[config.mk]
export PLATFORM = sky130hd
export DESIGN_NAME = accel_dbg_regs
export DESIGN_NICKNAME = d
export VERILOG_FILES = /design/src/rtl/accel_dbg_pkg.sv /design/src/rtl/dbg_cfg_store.sv /design/src/rtl/dbg_stall_watch.sv /design/src/rtl/dbg_pc_track.sv /design/src/rtl/dbg_sampler.sv /design/src/rtl/accel_dbg_regs.sv
export SDC_FILE = /design/constraint.sdc
export NUM_CORES = 1
export LEC_CHECK = 0
export ABC_AREA = 1
export BUFFER_PORTS_ARGS = -buffer_cell sky130_fd_sc_hd__buf_2
export CAP_MARGIN = 5
export CORE_MARGIN = 2
export CORE_UTILIZATION = 44
export DETAILED_ROUTE_END_ITERATION = 7
export GPL_TIMING_DRIVEN = 0
export PLACE_DENSITY = 0.67
export SLEW_MARGIN = 20
export SYNTH_ARGS = -nofsm -noshare
export SYNTH_HDL_FRONTEND = slang
export SYNTH_SLANG_ARGS = --single-unit
[constraint.sdc]
create_clock -name clk -period 2.3 [get_ports clk]
set_clock_uncertainty 0.05 [all_clocks]
set_input_delay 0.575 -clock clk [delete_from_list [all_inputs] [get_ports clk]]
set_output_delay 0.575 -clock clk [all_outputs]
set_load 0.005 [all_outputs]
[src/rtl/accel_dbg_pkg.sv]
package accel_dbg_pkg;

    localparam int REG_IDX_W  = 4;
    localparam int REG_DATA_W = 32;

    typedef logic [REG_IDX_W-1:0]  reg_idx_t;
    typedef logic [REG_DATA_W-1:0] reg_word_t;

    typedef enum logic [REG_IDX_W-1:0] {
        SEL_WIN0_OFS   = 4'h0,
        SEL_WIN0_CACHE = 4'h1,
        SEL_WIN1_OFS   = 4'h4,
        SEL_WIN1_CACHE = 4'h5,
        SEL_STALL_LIM  = 4'h8,
        SEL_TRACE      = 4'h9,
        SEL_PC         = 4'hA,
        SEL_INTERVAL   = 4'hB
    } reg_sel_e;

    typedef struct packed {
        logic      en;
        reg_idx_t  idx;
        reg_word_t data;
    } reg_wr_t;

    localparam int        WIN_STRIDE  = 4;
    localparam reg_word_t TRACE_INIT  = '1;
    localparam int        STALL_INIT  = 100;

    function automatic logic wr_hits(reg_wr_t w, reg_idx_t sel);
        return w.en && (w.idx == sel);
    endfunction

    function automatic reg_word_t zext_word(logic [REG_DATA_W-1:0] v, int width);
        reg_word_t mask;
        mask = (width >= REG_DATA_W) ? '1 : ((reg_word_t'(1) << width) - reg_word_t'(1));
        return v & mask;
    endfunction

endpackage

[src/rtl/dbg_cfg_store.sv]
module dbg_cfg_store
    import accel_dbg_pkg::*;
#(
    parameter int NUM_WIN  = 2,
    parameter int CACHE_W  = 4,
    parameter int STALL_W  = 16,
    parameter int INTVL_W  = 16
) (
    input  logic                              clk,
    input  logic                              rst,
    input  reg_wr_t                           wr,
    output reg_word_t [NUM_WIN-1:0]           win_ofs,
    output logic [NUM_WIN-1:0][CACHE_W-1:0]   win_cache,
    output logic [STALL_W-1:0]                stall_lim,
    output reg_word_t                         trace_val
);

    genvar n;
    generate
        for (n = 0; n < NUM_WIN; n++) begin : g_win
            localparam reg_idx_t OFS_SEL   = reg_idx_t'(n * WIN_STRIDE);
            localparam reg_idx_t CACHE_SEL = reg_idx_t'(n * WIN_STRIDE + 1);

            always_ff @(posedge clk) begin
                if (rst) begin
                    win_ofs[n]   <= '0;
                    win_cache[n] <= '0;
                end else begin
                    if (wr_hits(wr, OFS_SEL))
                        win_ofs[n] <= wr.data;
                    if (wr_hits(wr, CACHE_SEL))
                        win_cache[n] <= wr.data[CACHE_W-1:0];
                end
            end
        end
    endgenerate

    always_ff @(posedge clk) begin
        if (rst) begin
            stall_lim <= STALL_W'(STALL_INIT);
            trace_val <= TRACE_INIT;
        end else begin
            if (wr_hits(wr, SEL_STALL_LIM))
                stall_lim <= wr.data[STALL_W-1:0];
            if (wr_hits(wr, SEL_TRACE))
                trace_val <= wr.data;
        end
    end


    cache_hold_chk: assert property (@(posedge clk) disable iff (rst)
        !wr_hits(wr, reg_idx_t'(1)) |=> $stable(win_cache[0]));

endmodule

[src/rtl/dbg_stall_watch.sv]
module dbg_stall_watch #(
    parameter int STATE_W = 4,
    parameter int STALL_W = 16
) (
    input  logic               clk,
    input  logic               rst,
    input  logic [STATE_W-1:0] dec_state,
    input  logic [STALL_W-1:0] stall_lim,
    output logic               timeout_flag
);

    localparam logic [STALL_W-1:0] CNT_MAX = '1;

    logic [STATE_W-1:0] state_q;
    logic [STALL_W-1:0] run_q;
    logic [STALL_W-1:0] run_nxt;
    logic               unchanged;

    assign unchanged = (dec_state == state_q);

    always_comb begin
        if (!unchanged)
            run_nxt = '0;
        else if (run_q == CNT_MAX)
            run_nxt = run_q;
        else
            run_nxt = run_q + STALL_W'(1);
    end

    always_ff @(posedge clk) begin
        if (rst) begin
            state_q <= '0;
            run_q   <= '0;
        end else begin
            state_q <= dec_state;
            run_q   <= run_nxt;
        end
    end

    assign timeout_flag = (run_q != '0) && (run_q >= stall_lim);


    change_clr_chk: assert property (@(posedge clk) disable iff (rst)
        (dec_state != state_q) |=> !timeout_flag);


    run_step_chk: assert property (@(posedge clk) disable iff (rst)
        (unchanged && run_q != CNT_MAX) |=> (run_q == $past(run_q) + STALL_W'(1)));

endmodule

[src/rtl/dbg_pc_track.sv]
module dbg_pc_track
    import accel_dbg_pkg::*;
(
    input  logic      clk,
    input  logic      rst,
    input  reg_wr_t   wr,
    input  logic      instr_done,
    input  reg_word_t trace_val,
    output reg_word_t pc_q,
    output logic      trace_hit
);

    logic pc_wr;

    assign pc_wr = wr_hits(wr, SEL_PC);

    always_ff @(posedge clk) begin
        if (rst)
            pc_q <= '0;
        else if (pc_wr)
            pc_q <= wr.data;
        else if (instr_done)
            pc_q <= pc_q + reg_word_t'(1);
    end

    assign trace_hit = (pc_q == trace_val);


    pc_load_chk: assert property (@(posedge clk) disable iff (rst)
        pc_wr |=> (pc_q == $past(wr.data)));


    pc_step_chk: assert property (@(posedge clk) disable iff (rst)
        (!pc_wr && instr_done) |=> (pc_q == $past(pc_q) + reg_word_t'(1)));


    pc_idle_chk: assert property (@(posedge clk) disable iff (rst)
        (!pc_wr && !instr_done) |=> $stable(pc_q));

endmodule

[src/rtl/dbg_sampler.sv]
module dbg_sampler
    import accel_dbg_pkg::*;
#(
    parameter int INTVL_W = 16,
    parameter int HS_W    = 4
) (
    input  logic              clk,
    input  logic              rst,
    input  reg_wr_t           wr,
    input  reg_word_t         pc_now,
    input  logic [HS_W-1:0]   dec_hs,
    output logic [INTVL_W-1:0] interval_q,
    output logic              sample_valid,
    output reg_word_t         sample_pc,
    output logic [HS_W-1:0]   sample_hs
);

    logic [INTVL_W-1:0] phase_q;
    logic               intvl_wr;
    logic               period_end;

    assign intvl_wr   = wr_hits(wr, SEL_INTERVAL);
    assign period_end = (interval_q != '0) && (phase_q == interval_q - INTVL_W'(1));

    always_ff @(posedge clk) begin
        if (rst) begin
            interval_q   <= '0;
            phase_q      <= '0;
            sample_valid <= 1'b0;
            sample_pc    <= '0;
            sample_hs    <= '0;
        end else if (intvl_wr) begin
            interval_q   <= wr.data[INTVL_W-1:0];
            phase_q      <= '0;
            sample_valid <= 1'b0;
        end else if (interval_q == '0) begin
            phase_q      <= '0;
            sample_valid <= 1'b0;
        end else if (period_end) begin
            phase_q      <= '0;
            sample_valid <= 1'b1;
            sample_pc    <= pc_now;
            sample_hs    <= dec_hs;
        end else begin
            phase_q      <= phase_q + INTVL_W'(1);
            sample_valid <= 1'b0;
        end
    end


    restart_quiet_chk: assert property (@(posedge clk) disable iff (rst)
        intvl_wr |=> !sample_valid);


    strobe_gap_chk: assert property (@(posedge clk) disable iff (rst)
        (sample_valid && interval_q > INTVL_W'(1) && !intvl_wr) |=> !sample_valid);


    zero_quiet_chk: assert property (@(posedge clk) disable iff (rst)
        (interval_q == '0 && !intvl_wr) |=> !sample_valid);

endmodule

[src/rtl/accel_dbg_regs.sv]
module accel_dbg_regs
    import accel_dbg_pkg::*;
#(
    parameter int CACHE_W   = 4,
    parameter int STALL_W   = 16,
    parameter int INTVL_W   = 16,
    parameter int STATE_W   = 4,
    parameter int HS_W      = 4,
    parameter int BLK_SHIFT = 16
) (
    input  logic                  clk,
    input  logic                  rst,
    input  logic                  reg_we,
    input  logic [REG_IDX_W-1:0]  reg_idx,
    input  logic [REG_DATA_W-1:0] reg_wdata,
    output logic [REG_DATA_W-1:0] reg_rdata,
    input  logic [STATE_W-1:0]    dec_state,
    input  logic [HS_W-1:0]       dec_hs,
    input  logic                  instr_done,
    output logic [REG_DATA_W-1:0] dram0_base,
    output logic [CACHE_W-1:0]    dram0_cache,
    output logic [REG_DATA_W-1:0] dram1_base,
    output logic [CACHE_W-1:0]    dram1_cache,
    output logic                  timeout_flag,
    output logic                  trace_flag,
    output logic                  sample_valid,
    output logic [REG_DATA_W-1:0] sample_pc,
    output logic [HS_W-1:0]       sample_hs
);

    localparam int NUM_WIN = 2;

    reg_wr_t                             wr;
    reg_word_t [NUM_WIN-1:0]             win_ofs;
    logic [NUM_WIN-1:0][CACHE_W-1:0]     win_cache;
    logic [STALL_W-1:0]                  stall_lim;
    reg_word_t                           trace_val;
    reg_word_t                           pc_q;
    logic [INTVL_W-1:0]                  interval_q;

    assign wr = '{en: reg_we, idx: reg_idx, data: reg_wdata};

    dbg_cfg_store #(
        .NUM_WIN (NUM_WIN),
        .CACHE_W (CACHE_W),
        .STALL_W (STALL_W),
        .INTVL_W (INTVL_W)
    ) cfg_i (
        .clk       (clk),
        .rst       (rst),
        .wr        (wr),
        .win_ofs   (win_ofs),
        .win_cache (win_cache),
        .stall_lim (stall_lim),
        .trace_val (trace_val)
    );

    dbg_stall_watch #(
        .STATE_W (STATE_W),
        .STALL_W (STALL_W)
    ) stall_i (
        .clk          (clk),
        .rst          (rst),
        .dec_state    (dec_state),
        .stall_lim    (stall_lim),
        .timeout_flag (timeout_flag)
    );

    dbg_pc_track pc_i (
        .clk        (clk),
        .rst        (rst),
        .wr         (wr),
        .instr_done (instr_done),
        .trace_val  (trace_val),
        .pc_q       (pc_q),
        .trace_hit  (trace_flag)
    );

    dbg_sampler #(
        .INTVL_W (INTVL_W),
        .HS_W    (HS_W)
    ) smp_i (
        .clk          (clk),
        .rst          (rst),
        .wr           (wr),
        .pc_now       (pc_q),
        .dec_hs       (dec_hs),
        .interval_q   (interval_q),
        .sample_valid (sample_valid),
        .sample_pc    (sample_pc),
        .sample_hs    (sample_hs)
    );

    assign dram0_base  = REG_DATA_W'(win_ofs[0] << BLK_SHIFT);
    assign dram1_base  = REG_DATA_W'(win_ofs[1] << BLK_SHIFT);
    assign dram0_cache = win_cache[0];
    assign dram1_cache = win_cache[1];

    always_comb begin
        reg_rdata = '0;
        case (reg_idx)
            SEL_WIN0_OFS:   reg_rdata = win_ofs[0];
            SEL_WIN0_CACHE: reg_rdata = zext_word(REG_DATA_W'(win_cache[0]), CACHE_W);
            SEL_WIN1_OFS:   reg_rdata = win_ofs[1];
            SEL_WIN1_CACHE: reg_rdata = zext_word(REG_DATA_W'(win_cache[1]), CACHE_W);
            SEL_STALL_LIM:  reg_rdata = zext_word(REG_DATA_W'(stall_lim), STALL_W);
            SEL_TRACE:      reg_rdata = trace_val;
            SEL_PC:         reg_rdata = pc_q;
            SEL_INTERVAL:   reg_rdata = zext_word(REG_DATA_W'(interval_q), INTVL_W);
            default:        reg_rdata = '0;
        endcase
    end


    base_track_chk: assert property (@(posedge clk) disable iff (rst)
        (reg_we && reg_idx == 4'h0) |=> (dram0_base[REG_DATA_W-1:BLK_SHIFT] ==
                                          $past(reg_wdata[REG_DATA_W-BLK_SHIFT-1:0])));

endmodule

Word-level counts from Yosys, hierarchy flattened:

Cells that the tools add are included.

* bits in registers: 241
* latch bits: 0
* bits in writable memories: 0
* ROM bits: 0
* output and inout port bits: 143
* logic and storage cells: 56
* memories: 0

* add/sub/neg operators: 4
* $mul: 0
* div/mod/pow operators: 0
* $lt $le $gt $ge: 1
* equal/unequal tests: 11
* shift-type cells: 0
* mux-type cells: 4
* bitwise logic cells: 3
* reduce and logical (&&, ||, !) cells: 19

Operators with widths (number)
* case mux 32 bit (8 select lines): 1
* two-way mux 32 bit: 2
* adder 16 x 1 -> 16 bit, second input constant: 2
* adder 32 x 1 -> 32 bit, second input constant: 1
* == test 32 bit: 1
* nonzero test 16 bit: 2
* == test 16 bit: 1
* == test 16 bit, second input constant: 1
* == test 4 bit, second input constant: 4
* >= comparator 16 bit: 1
* zero test 16 bit: 1
* subtractor 16 x 1 -> 16 bit, second input constant: 1
* logical AND 1 bit: 10
* == test 4 x 3 -> 1 bit, second input constant: 2
* == test 4 x 1 -> 1 bit, second input constant: 1
* == test 4 bit: 1
* zero test 4 bit: 1
* OR reduction 4 bit: 1
* inverter 1 bit: 3
* AND reduction 3 bit: 1
* OR reduction 3 bit: 1
* nonzero test 2 bit: 1
* OR reduction 2 bit: 1
* two-way mux 1 bit: 1

Depth between registers and ports, before layout:

* depth after elaboration: 4
* depth in mapped cells: 18
* mapped depth without buffers: 17

Cells and area by module:

From an unflattened synthesis, not the netlist that was laid out.

* cells, all modules: 2335
* area total of the unflattened synthesis: 14584.0 um^2

By module, submodules not included
* dbg_cfg_store: times used 1, cells an instance 697, area each 4844.6 um^2
* dbg_sampler: times used 1, cells an instance 554, area each 3518.4 um^2
* dbg_pc_track: times used 1, cells an instance 488, area each 2881.5 um^2
* accel_dbg_regs: times used 1, cells an instance 363, area each 1820.5 um^2
* dbg_stall_watch: times used 1, cells an instance 233, area each 1519.0 um^2

Worst setup path after synthesis:

No wires, ideal clock.

* path kind: input -> output
* start point: in reg_idx[2]
* end point: out reg_rdata[11]
* arrival time: 1743 ps
* setup slack: -68 ps
* stages: 8
* buffers on the path: 1
* cell sequence: inv_1 nand2_1 inv_1 nand2_1 clkinv_1 clkbuf_1 a221oi_1 o221ai_1

* longest elaborated chain between the ends: 2
* elaborated cells on any way between the ends: 9
* classes of those cells: eq/ne (7); mux (1); reduce/logical (1)

Ends and longest elaborated chain
* start: declaration: RTL line accel_dbg_regs.sv:14 `input logic [REG_IDX_W-1:0] reg_idx,`
* == test 4 bit, or another cell as far along: RTL line accel_dbg_regs.sv:101 `case (reg_idx)`
* case mux 32 bit (8 select lines) *: RTL line accel_dbg_regs.sv:101
* end: declaration: RTL line accel_dbg_regs.sv:16 `output logic [REG_DATA_W-1:0] reg_rdata,`

Every way passes the cells marked *; elsewhere a longest branch is shown, timed or not.

Worst setup path in the final report:

* start point: reg pc_i.pc_q[7]
* end point: out trace_flag

* longest elaborated chain between the ends: 1

Ends and longest elaborated chain
* start: declaration: RTL line dbg_pc_track.sv:9 `output reg_word_t pc_q,`
* start signal: assignment: RTL line dbg_pc_track.sv:21 `pc_q <= wr.data;`
* start signal: assignment: RTL line dbg_pc_track.sv:23 `pc_q <= pc_q + reg_word_t'(1);`
* == test 32 bit: RTL line dbg_pc_track.sv:26 `assign trace_hit = (pc_q == trace_val);`
* end: declaration: RTL line accel_dbg_regs.sv:25 `output logic trace_flag,`

Every way passes these cells.

==> qor.yml <==
outcome: "complete, but fails checks"
violations: "negative setup slack"
grt_first_pass_wirelength_um: 74500
clkSinkCount: 241
critical_path.endpoint: "trace_flag"
grt_usage: 0.318
critPathCaptureType: "primary output"
setup.reg_to_reg.worst_slack_ns: -0.07
cts_tree: "yes"
rsz0062_at_grt: "true"
ratio_of_routed_vias_to_standard_cells: 5.58
area_growth_pct: 41.4
dieHeight_um: 174
finalWorstSetupSlack_ns: -0.372
total_leakage_power_uw: 0.00768
cts.root.buffer_cell: "sky130_fd_sc_hd__clkbuf_16"
largest_net_degree_at_the_start_of_global_routing: 14
synth-edff-count: 0
drt_iter0_markers: 1810
worst-path-max-fanout: 4
drv.max_cap_violation_count: 0
fin_nets: 2183
dp_hpwl_um: 34500
period_share: 1.16
max_freq_ghz: 0.374
syn-cell-area_sq_mm: 0.0127
holdCritPathClass: "in2reg"
drc_violations_left: 0
post-route-min-period_ns: 2.67
ctsHoldBuffers: 0
post-synth-top-count-cell: "sky130_fd_sc_hd__nand2_1"
power_density_mw_per_mm2: 553
worstReg2RegStart: "smp_i.interval_q[1]"
min_from: "dec_hs[0]"
via_count_of_the_first_global_routing_pass: 12700
clkLatencyLatePin_ns: 0.55
num_io_pins: 191
ys.warnings.count: 0
timing.final.hold_violations: 0
cts.path.max_buffers: 3
synth.yosys.seq_area_share: 0.381
slew_viol_final: 0
drt-pass1-iter-count: 8
routabilityCongestion: 0.969
synth_top_cell_by_area: "sky130_fd_sc_hd__dfxtp_1"
min_path_cells: 3
synth_area_leaders: "sky130_fd_sc_hd__dfxtp_1 38%, sky130_fd_sc_hd__nand2_1 10%, sky130_fd_sc_hd__inv_1 7.4%, sky130_fd_sc_hd__a21oi_1 6.2%, sky130_fd_sc_hd__o21ai_0 5.6%"
netlist.area_leader.share: 0.381
maximum_ir_drop_on_the_vdd_rail_v: 0.000570
die-width_um: 174
postRouteWirelength_um: 51800
final_design_area_no_fill_sq_mm: 0.0179
post_synth.cell_area_avg_sq_um: 6.94
finalSetupViolations: 64
detail_route.wl_per_cell_um: 20.6
layout.filler_cells: 2530
die-area_sq_mm: 0.0302
num_rows: 62
start_util: 0.444
worstMarginPinSlew_ns: 0.970
worstSetupStartpointType: "flip-flop"
dpl_worst_slack_ns: -1.34
worstPathArrival_ns: 2.05
via_count: 14000
io_buffer_count: 156
postPlaceCellArea_sq_mm: 0.0140
timing.max_slew.rel_slack: 0.353
yosys_register_bits: 241
synthesis.instances: 1824
synth.cells.most_frequent: "337 x sky130_fd_sc_hd__nand2_1, 250 x sky130_fd_sc_hd__inv_1, 241 x sky130_fd_sc_hd__dfxtp_1"
synth_async_reset_ratio: 0
tritoncts.num_buffers: 27
timing.rr.end: "smp_i.sample_pc[5]"
antenna_cells: 0
cts-htree-levels: 1
synth_flop_cell: "sky130_fd_sc_hd__dfxtp_1"
std_cell_core_area_sq_mm: 0.0285
worst_setup_hold_path_clk_slew_ns: 0.07
synth_cell_type_count: 43
hold_slack_ns: 0.187
required_ns: 1.67
post_route_cells_drive_above_1_share: 0.334
final_antenna_net_count: 0
timing.setup.critical_path_class: "reg2out"
global_route.overflow_total: 0
antenna_found_initial: 0
critical_path.startpoint: "pc_i.pc_q[7]"
reg2reg_depth: 14
==> repair_timing <==
| item | 4_1_cts | 5_1_grt |
|---|---|---|
| resized for setup | 314 | 225 |
| endpoints found under the setup margin | 143 | 101 |
| pin swaps | 44 | 57 |
| gates cloned | 8 | 7 |
| setup buffers | 43 | 32 |
==> worst max-delay path, cell delays in order (launching register included) <==
cell and delay (ns):
sky130_fd_sc_hd__dfxtp_4 0.41, sky130_fd_sc_hd__nor2_2 0.06, sky130_fd_sc_hd__nor3_2 0.24, sky130_fd_sc_hd__nand3_1 0.17, sky130_fd_sc_hd__nor4_2 0.26, sky130_fd_sc_hd__and3_4 0.26
sky130_fd_sc_hd__buf_6 0.10
==> cell usage in the layout, fill, tap and decap left out, types with 12 or more instances in the layout <==
cell / netlist / routed
sky130_fd_sc_hd__a31oi_1: 15 / 15
sky130_fd_sc_hd__dfxtp_4: 0 / 13
sky130_fd_sc_hd__a21oi_1: 156 / 145
sky130_fd_sc_hd__inv_1: 250 / 215
sky130_fd_sc_hd__nor2_2: 5 / 32
sky130_fd_sc_hd__dfxtp_2: 0 / 47
sky130_fd_sc_hd__conb_1: 1 / 32
sky130_fd_sc_hd__inv_2: 1 / 21
sky130_fd_sc_hd__nand2_2: 2 / 43
sky130_fd_sc_hd__buf_2: 14 / 161
sky130_fd_sc_hd__nand2_1: 337 / 287
sky130_fd_sc_hd__buf_4: 65 / 112
sky130_fd_sc_hd__nand4_1: 26 / 26
sky130_fd_sc_hd__nand3_1: 91 / 83
sky130_fd_sc_hd__clkbuf_8: 0 / 12
sky130_fd_sc_hd__nor2_4: 3 / 14
sky130_fd_sc_hd__nor3_1: 21 / 12
sky130_fd_sc_hd__xor2_1: 45 / 45
sky130_fd_sc_hd__xnor2_1: 21 / 20
sky130_fd_sc_hd__o21ai_0: 142 / 123
sky130_fd_sc_hd__buf_6: 4 / 21
sky130_fd_sc_hd__dfxtp_1: 241 / 181
sky130_fd_sc_hd__clkbuf_1: 70 / 47
sky130_fd_sc_hd__a221oi_4: 0 / 17
sky130_fd_sc_hd__nor2_1: 176 / 138
sky130_fd_sc_hd__clkbuf_16: 0 / 44
==> worst min path at each step <==
stage | endpoint | slack (ns)
CTS | smp_i.sample_hs[0] | 0.19
finish | smp_i.sample_hs[0] | 0.19
floorplan | cfg_i.win_ofs[16] | 0.38
detailed placement | cfg_i.win_ofs[62] | 0.40
global placement | cfg_i.win_ofs[19] | 0.39
global route | smp_i.sample_hs[0] | 0.19
==> per-layer routing <==
layer  track usage  routed length (um)  up-vias
met5             0                   0        -
met2         0.497               22800      870
met1         0.415               20400     6494
met3        0.0581                5250      229
li1              -                   -     6454
met4         0.179                3270        0
==> where the power goes <==
| part | internal (uW) | switching (uW) | total (uW) |
|---|---|---|---|
| clock | 2630 | 1870 | 4500 |
| combinational | 404 | 685 | 1090 |
| sequential | 4230 | 70.7 | 4310 |
==> flip-flops by register name, summed over array words and instances, names as in the netlist <==
name,cells
cfg_i.stall_lim,16
cfg_i.trace_val,32
cfg_i.win_cache,8
cfg_i.win_ofs,64
pc_i.pc_q,32
smp_i.interval_q,16
smp_i.phase_q,16
smp_i.sample_hs,4
smp_i.sample_pc,32
smp_i.sample_valid,1
stall_i.run_q,16
stall_i.state_q,4
==> per-stage QoR <==
| step | power [uW] | instances | utilization | setup TNS, ns |
|---|---|---|---|---|
| CTS | 9800 | 2484 | 0.587 | -4.16 |
| floorplan | 4860 | 1855 | - | 0 |
| detailed placement | 5200 | 2395 | 0.492 | -129.82 |
| global placement | 5180 | 2395 | 0.492 | -122.38 |
| finish | 9900 | 2518 | 0.627 | -7.07 |
| global route | 10100 | 2518 | 0.627 | -14.23 |
==> logic make-up after synthesis <==
family	share of synthesized area
flip-flops	0.381
AO/OA/AOI/OAI	0.177
buffers and inverters	0.144
XOR/XNOR	0.0456
other	0.000296
adder cells (fa/ha/maj)	0.0207
AND/OR/NAND/NOR	0.232
==> cell type report <==
class	instances	area [sq um]	area share
Multi-Input combinational cell	1206	7630	0.426
Sequential cell	241	4930	0.275
Timing Repair Buffer	242	1800	0.101
Buffer	142	1110	0.0620
Inverter	254	1030	0.0574
Clock buffer	37	793	0.0443
Tap cell	384	480	0.0268
Clock inverter	12	123	0.00685
Note: power is estimated with default switching activity, not from simulation.
